<file path="src/rtl/hdx_pkg.sv">
`timescale 1ns/1ps
package hdx_pkg;
  typedef enum logic [2:0] {
    ST_IDLE,
    ST_FETCH,
    ST_LOAD,
    ST_OFFER,
    ST_GAP,
    ST_HOLD
  } hdx_state_e;

  // FETCH + LOAD + OFFER need three cycles per byte
  localparam int unsigned MIN_PERIOD = 3;
endpackage

</file>
<file path="src/rtl/hdx_counters.sv">
`timescale 1ns/1ps
module hdx_counters #(
  parameter int ADDR_W = 16,
  parameter int CNT_W  = 12,
  parameter int LO_W   = 8
) (
  input  logic              clk,
  input  logic              rst_n,
  input  logic              ld_addr,
  input  logic [ADDR_W-1:0] addr_in,
  input  logic              ld_cnt,
  input  logic [CNT_W-1:0]  cnt_in,
  input  logic              step,
  output logic [ADDR_W-1:0] addr,
  output logic [CNT_W-1:0]  cnt,
  output logic              last
);
  localparam int HI_W = CNT_W - LO_W;

  logic [LO_W-1:0] lo_q;
  logic [HI_W-1:0] hi_q;

  always_ff @(posedge clk or negedge rst_n) begin
    if (!rst_n) begin
      addr <= '0;
    end else if (ld_addr) begin
      addr <= addr_in;
    end else if (step) begin
      addr <= addr + 1'b1;
    end
  end

  // two-stage count: low byte borrows into the high part
  always_ff @(posedge clk or negedge rst_n) begin
    if (!rst_n) begin
      lo_q <= '0;
      hi_q <= '0;
    end else if (ld_cnt) begin
      lo_q <= cnt_in[LO_W-1:0];
      hi_q <= cnt_in[CNT_W-1:LO_W];
    end else if (step) begin
      lo_q <= lo_q - 1'b1;
      if (lo_q == '0) begin
        hi_q <= hi_q - 1'b1;
      end
    end
  end

  assign cnt  = {hi_q, lo_q};
  assign last = (lo_q == '0) && (hi_q == '0);

  a_r4_borrow: assert property (@(posedge clk) disable iff (!rst_n)
    (step && !ld_cnt && lo_q == '0) |=>
      (lo_q == {LO_W{1'b1}}) && (hi_q == HI_W'($past(hi_q) - 1'b1)));

  a_r4_no_borrow: assert property (@(posedge clk) disable iff (!rst_n)
    (step && !ld_cnt && lo_q != '0) |=> (hi_q == $past(hi_q)));

  a_r4_addr_step: assert property (@(posedge clk) disable iff (!rst_n)
    (step && !ld_addr) |=> (addr == ADDR_W'($past(addr) + 1'b1)));
endmodule

</file>
<file path="src/rtl/hdx_pacer.sv">
`timescale 1ns/1ps
module hdx_pacer #(
  parameter int PER_W = 4
) (
  input  logic             clk,
  input  logic             rst_n,
  input  logic             restart,
  input  logic [PER_W-1:0] per_in,
  output logic             due
);
  import hdx_pkg::*;

  localparam logic [PER_W-1:0] PER_FLOOR = PER_W'(MIN_PERIOD);

  logic [PER_W-1:0] tmr_q;
  logic [PER_W-1:0] eff_per;

  assign eff_per = (per_in < PER_FLOOR) ? PER_FLOOR : per_in;

  always_ff @(posedge clk or negedge rst_n) begin
    if (!rst_n) begin
      tmr_q <= '0;
    end else if (restart) begin
      tmr_q <= '0;
    end else if (tmr_q != {PER_W{1'b1}}) begin
      tmr_q <= tmr_q + 1'b1;
    end
  end

  assign due = (tmr_q >= eff_per - PER_W'(1));

  a_r2_not_due_after_restart: assert property (@(posedge clk) disable iff (!rst_n)
    restart |=> !due);
endmodule

</file>
<file path="src/rtl/hdx_engine.sv">
`timescale 1ns/1ps
module hdx_engine #(
  parameter int ADDR_W = 16,
  parameter int CNT_W  = 12,
  parameter int LO_W   = 8,
  parameter int BUF_AW = 14,
  parameter int PER_W  = 4,
  parameter int DATA_W = 8
) (
  input  logic              clk,
  input  logic              rst_n,
  input  logic              out_en,
  input  logic              trig,
  input  logic              resume,
  input  logic              end_ack,
  input  logic              ld_addr,
  input  logic [ADDR_W-1:0] addr_in,
  input  logic              ld_cnt,
  input  logic [CNT_W-1:0]  cnt_in,
  input  logic [PER_W-1:0]  cyc_per_byte,
  output logic              mem_rd,
  output logic [BUF_AW-1:0] mem_addr,
  input  logic [DATA_W-1:0] mem_rdata,
  output logic              tx_valid,
  input  logic              tx_ready,
  output logic [DATA_W-1:0] tx_data,
  output logic              busy_n,
  output logic              end_n,
  output logic [ADDR_W-1:0] cur_addr,
  output logic [CNT_W-1:0]  cur_cnt
);
  import hdx_pkg::*;

  hdx_state_e st_q, st_d;
  logic       stalled_q;
  logic       accept;
  logic       last;
  logic       due;
  logic       finish;
  logic [DATA_W-1:0] data_q;

  assign accept = (st_q == ST_OFFER) && tx_ready;
  assign finish = accept && last;

  hdx_counters #(
    .ADDR_W(ADDR_W),
    .CNT_W (CNT_W),
    .LO_W  (LO_W)
  ) u_cnt (
    .clk    (clk),
    .rst_n  (rst_n),
    .ld_addr(ld_addr),
    .addr_in(addr_in),
    .ld_cnt (ld_cnt),
    .cnt_in (cnt_in),
    .step   (accept),
    .addr   (cur_addr),
    .cnt    (cur_cnt),
    .last   (last)
  );

  hdx_pacer #(
    .PER_W(PER_W)
  ) u_pace (
    .clk    (clk),
    .rst_n  (rst_n),
    .restart(st_d == ST_FETCH),
    .per_in (cyc_per_byte),
    .due    (due)
  );

  always_comb begin
    st_d = st_q;
    if (!out_en || finish) begin
      st_d = ST_IDLE;
    end else if (trig) begin
      st_d = ST_FETCH;
    end else begin
      unique case (st_q)
        ST_IDLE:  st_d = ST_IDLE;
        ST_FETCH: st_d = ST_LOAD;
        ST_LOAD:  st_d = ST_OFFER;
        ST_OFFER: begin
          if (tx_ready) begin
            if (stalled_q) st_d = ST_HOLD;
            else if (due)  st_d = ST_FETCH;
            else           st_d = ST_GAP;
          end
        end
        ST_GAP:   st_d = due ? ST_FETCH : ST_GAP;
        ST_HOLD:  st_d = resume ? ST_FETCH : ST_HOLD;
        default:  st_d = ST_IDLE;
      endcase
    end
  end

  always_ff @(posedge clk or negedge rst_n) begin
    if (!rst_n) begin
      st_q      <= ST_IDLE;
      stalled_q <= 1'b0;
    end else begin
      st_q <= st_d;
      if (st_d == ST_FETCH || st_d == ST_IDLE) begin
        stalled_q <= 1'b0;
      end else if (st_q == ST_OFFER && !tx_ready) begin
        stalled_q <= 1'b1;
      end
    end
  end

  always_ff @(posedge clk or negedge rst_n) begin
    if (!rst_n) begin
      data_q <= '0;
    end else if (st_q == ST_LOAD) begin
      data_q <= mem_rdata;
    end
  end

  always_ff @(posedge clk or negedge rst_n) begin
    if (!rst_n) begin
      busy_n <= 1'b1;
      end_n  <= 1'b1;
    end else if (!out_en) begin
      busy_n <= 1'b1;
      end_n  <= 1'b1;
    end else if (finish) begin
      busy_n <= 1'b1;
      end_n  <= 1'b0;
    end else begin
      if (trig)    busy_n <= 1'b0;
      if (end_ack) end_n  <= 1'b1;
    end
  end

  assign mem_rd   = (st_q == ST_FETCH);
  assign mem_addr = cur_addr[BUF_AW-1:0];
  assign tx_valid = (st_q == ST_OFFER);
  assign tx_data  = data_q;

  a_r7_hold_stable: assert property (@(posedge clk) disable iff (!rst_n)
    (tx_valid && !tx_ready && out_en && !trig && !ld_addr) |=>
      (tx_valid && $stable(tx_data) && $stable(cur_addr)));

  a_r9_abort: assert property (@(posedge clk) disable iff (!rst_n)
    !out_en |=> (!tx_valid && busy_n && end_n));

  a_r1_start: assert property (@(posedge clk) disable iff (!rst_n)
    (trig && out_en && !(tx_valid && tx_ready)) |=> !busy_n);

  a_r5_end_flags: assert property (@(posedge clk) disable iff (!rst_n)
    $fell(end_n) |-> (busy_n && !tx_valid));

  a_r8_hold_quiet: assert property (@(posedge clk) disable iff (!rst_n)
    (st_q == ST_HOLD && !resume && !trig) |=> !tx_valid);
endmodule

</file>
<file path="config.mk">
export PLATFORM = sky130hd
export DESIGN_NAME = hdx_engine
export DESIGN_NICKNAME = d
export VERILOG_FILES = /design/src/rtl/hdx_pkg.sv /design/src/rtl/hdx_counters.sv /design/src/rtl/hdx_pacer.sv /design/src/rtl/hdx_engine.sv
export SDC_FILE = /design/constraint.sdc
export NUM_CORES = 1
export LEC_CHECK = 0
export BUFFER_PORTS_ARGS = -buffer_cell sky130_fd_sc_hd__buf_2
export CORE_MARGIN = 1.5
export CORE_UTILIZATION = 53
export CTS_CLUSTER_DIAMETER = 60
export CTS_CLUSTER_SIZE = 14
export DETAILED_ROUTE_END_ITERATION = 12
export GPL_ROUTABILITY_DRIVEN = 0
export GPL_TIMING_DRIVEN = 0
export PLACE_DENSITY = 0.86
export REMOVE_ABC_BUFFERS = 1
export SETUP_SLACK_MARGIN = 0.5
export SYNTH_ARGS = -nofsm -noshare
export SYNTH_HDL_FRONTEND = slang
export SYNTH_SLANG_ARGS = --single-unit
</file>
<file path="constraint.sdc">
create_clock -name clk -period 3.29 [get_ports clk]
set_clock_uncertainty 0.05 [all_clocks]
set_input_delay 0.329 -clock clk [delete_from_list [all_inputs] [get_ports clk]]
set_output_delay 0.329 -clock clk [all_outputs]
set_load 0.01 [all_outputs]
</file>
==> flow_metrics.env <==
export IMPL_drive_gt1_frac=0.372
export IMPL_fillers=413
export IMPL_start_util=0.553
export IMPL_ff2ff_path_depth=7
export IMPL_clock_latency_ps=290
export IMPL_die_width_um=73.4
export IMPL_antenna_found_initial=0
export IMPL_ys_seq_area_frac=0.439
export IMPL_async_flop_share=1.00
export IMPL_rows=25
export IMPL_syn_area_per_cell_um2=9.85
export IMPL_postCtsSetupRepairBufs=0
export IMPL_synth_warnings=0
export IMPL_synth_enable_flop_cells=0
export IMPL_cts_sinks=46
export IMPL_setup_violations=0
export IMPL_worstHoldPathType="primary input to flop"
export IMPL_finalCritPeriodShare=0.651
export IMPL_yosysUniqueCellTypes=50
export IMPL_r2r_start="u_pace.tmr_q[0]"
export IMPL_ir_drop_uv=241
export IMPL_crit_fanout=4
export IMPL_cts_reportedPaths_clkPinSlew_ps=90
export IMPL_drt_wl_total_um=5520
export IMPL_wire_per_inst_um=13.1
export IMPL_min_from="out_en"
export IMPL_r2r_slack_ps=1150
export IMPL_worstHoldPathCells=2
export IMPL_port_buffers=102
export IMPL_finalMaxSlewViolations=0
export IMPL_hold_viol_final=0
export IMPL_synthFlopType="dfrtp_1"
export IMPL_antenna_cells=0
export IMPL_cts_buffer_depth=2
export IMPL_cts_resized=0
export IMPL_worst_hold_path_endpoint="end_n"
export IMPL_fin_crit_ps=2140
export IMPL_path_class="flop to flop"
export IMPL_synth_area_mm2=0.00263
export IMPL_die_area_mm2=0.00539
export IMPL_clock_tree_root_cell="clkbuf_8"
export IMPL_num_vias=2187
export IMPL_coreArea_mm2=0.00475
export IMPL_grt_pass1_vias=2065
export IMPL_end_kind="flop"
export IMPL_dp_hpwl_um=4120
export IMPL_cts_tree="built"
export IMPL_drtIter0Drc=92
export IMPL_drt_first_pass_iters=5
export IMPL_vias_per_cell=5.18
export IMPL_finalSetupTns_ps=0
export IMPL_htreeDepth=2
export IMPL_cp_data_arrival_time_ps=2310
export IMPL_hold_ws_ps=155
export IMPL_fp_dieH_um=73.4
export IMPL_grt_pass1_wl_um=8940
export IMPL_io_pin_count=103
export IMPL_drc=0
export IMPL_rsz0062_at_grt="no"
export IMPL_synth_seq_cells=46
export IMPL_area_growth_pct=21.1
export IMPL_drv_cap=0
export IMPL_syn_inst=267
export IMPL_p_leak_nw=1.52
export IMPL_tightest_slew_ps=1030
export IMPL_powerDensity_mw_per_mm2=480
export IMPL_critical_path_required_ps=3460
export IMPL_overflow=0
export IMPL_dp_cells=414
export IMPL_grt_use_total=0.212
export IMPL_ant_nets=0
export IMPL_reg2reg_to="u_pace.tmr_q[0]"
export IMPL_start_kind="flop"
export IMPL_hold_buffers=0
export IMPL_status="finished, final reports clean"
export IMPL_fmax_mhz=467
export IMPL_final_cells=422
export IMPL_grt_start_max_net_pins=47
export IMPL_cts_made_buffers=5
export IMPL_final_nets=413
export IMPL_relSlewSlack=0.311
==> how the worst max path moves through the flow <==
| stage | cells after the start | start | to |
|---|---|---|---|
| 5_1_grt | 7 | u_pace.tmr_q[0] | u_pace.tmr_q[3] |
| 2_1_floorplan | 8 | cyc_per_byte[3] | u_pace.tmr_q[0] |
| 3_3_place_gp | 9 | cyc_per_byte[2] | u_pace.tmr_q[0] |
| 4_1_cts | 7 | u_pace.tmr_q[0] | u_pace.tmr_q[0] |
| 6_report | 7 | u_pace.tmr_q[0] | u_pace.tmr_q[0] |
| 3_5_place_dp | 9 | cyc_per_byte[2] | u_pace.tmr_q[0] |
==> flip-flops by register name, indices dropped and copies added (netlist names) <==
register and cells:
busy_n 1, end_n 1, st_q 3, stalled_q 1, tx_data 8, u_cnt.addr 16
u_cnt.hi_q 4, u_cnt.lo_q 8, u_pace.tmr_q 4
==> kinds of logic (layout without fill, tap and decap cells) <==
logic type | Yosys count | after routing | share of synthesized area
compound gates | 49 | 49 | 0.116
fa+ha+maj | 10 | 10 | 0.0476
xor+xnor | 27 | 27 | 0.0900
mux | 14 | 14 | 0.0600
buf+inv | 31 | 119 | 0.0685
flops | 46 | 46 | 0.439
simple gates | 90 | 90 | 0.179
==> where the power goes <==
part | leakage, nW | switching [mW] | internal (mW)
clock | 0.0524 | 0.184 | 0.228
sequential | 0.562 | 0.0856 | 0.649
combinational | 0.910 | 0.192 | 0.190
total | 1.52 | 0.462 | 1.07
==> per-stage QoR <==
stage                      util  worst slack, ps  cell area (µm²)  total power, mW
after floorplan               -             1210             2480            0.955
after global placement    0.647              899             3080             1.11
after detailed placement  0.647              872             3080             1.13
after CTS                 0.669             1140             3180             1.54
after global routing      0.669              935             3180             1.63
final                     0.669             1150             3180             1.53
==> per-layer routing <==
metal	vias to the layer above	wire length, µm	share of wire	global-route usage
li1	1086	-	-	-
met1	1027	2230	0.40	0.243
met2	66	2920	0.53	0.382
met3	8	282	0.051	0.0508
met4	0	89	0.016	0.0823
met5	-	0	0	0
==> layout make-up <==
type                       count  area (µm²)  share of cell area
clock inverter                 1        30.0             0.00943
clock buffer                   7        76.3              0.0240
sequential                    46        1150               0.362
inverter                       9        33.8              0.0106
multi-input combinational    190        1290               0.407
tap                           67        83.8              0.0263
timing repair buffer         102         510               0.160
==> Yosys cell counts (2+ instances only) <==
cell type | n | share of area
dfrtp_1 | 44 | 0.42
nand2_1 | 36 | 0.051
o21ai_0 | 26 | 0.049
buf_4 | 15 | 0.043
xor2_1 | 14 | 0.047
xnor2_1 | 13 | 0.043
nand3_1 | 11 | 0.021
ha_1 | 10 | 0.048
mux2_2 | 10 | 0.043
inv_1 | 9 | 0.013
nor2_1 | 8 | 0.011
a21oi_1 | 6 | 0.011
clkbuf_1 | 6 | 0.0086
nand2b_1 | 5 | 0.012
nand4_1 | 5 | 0.012
nor3_1 | 5 | 0.0095
and3_1 | 3 | 0.0071
mux2i_1 | 3 | 0.011
o21ai_1 | 3 | 0.0057
o22ai_1 | 3 | 0.0071
and4_1 | 2 | 0.0067
dfstp_2 | 2 | 0.020
==> placed cells by master (no fill, tap or decap), drive strengths merged, types with 2 or more instances in the layout <==
| cell | instances |
|---|---|
| a21oi | 7 |
| and2 | 2 |
| and3 | 3 |
| and4 | 2 |
| buf | 102 |
| clkbuf | 7 |
| dfrtp | 44 |
| dfstp | 2 |
| ha | 10 |
| inv | 9 |
| mux2 | 11 |
| mux2i | 3 |
| nand2 | 38 |
| nand2b | 5 |
| nand3 | 11 |
| nand4 | 5 |
| nor2 | 9 |
| nor3 | 6 |
| nor4 | 2 |
| o21ai | 30 |
| o22ai | 3 |
| xnor2 | 13 |
| xor2 | 14 |
==> worst max-delay path, stage by stage (launching register included) <==
cell and delay [ps]:
dfrtp_1 410, inv_1 60, ha_1 270, nand2b_1 140, a2111o_1 430, a21boi_0 320, o21ai_1 200, a21oi_1 190
No activity file was read; power rests on OpenSTA's default activity.
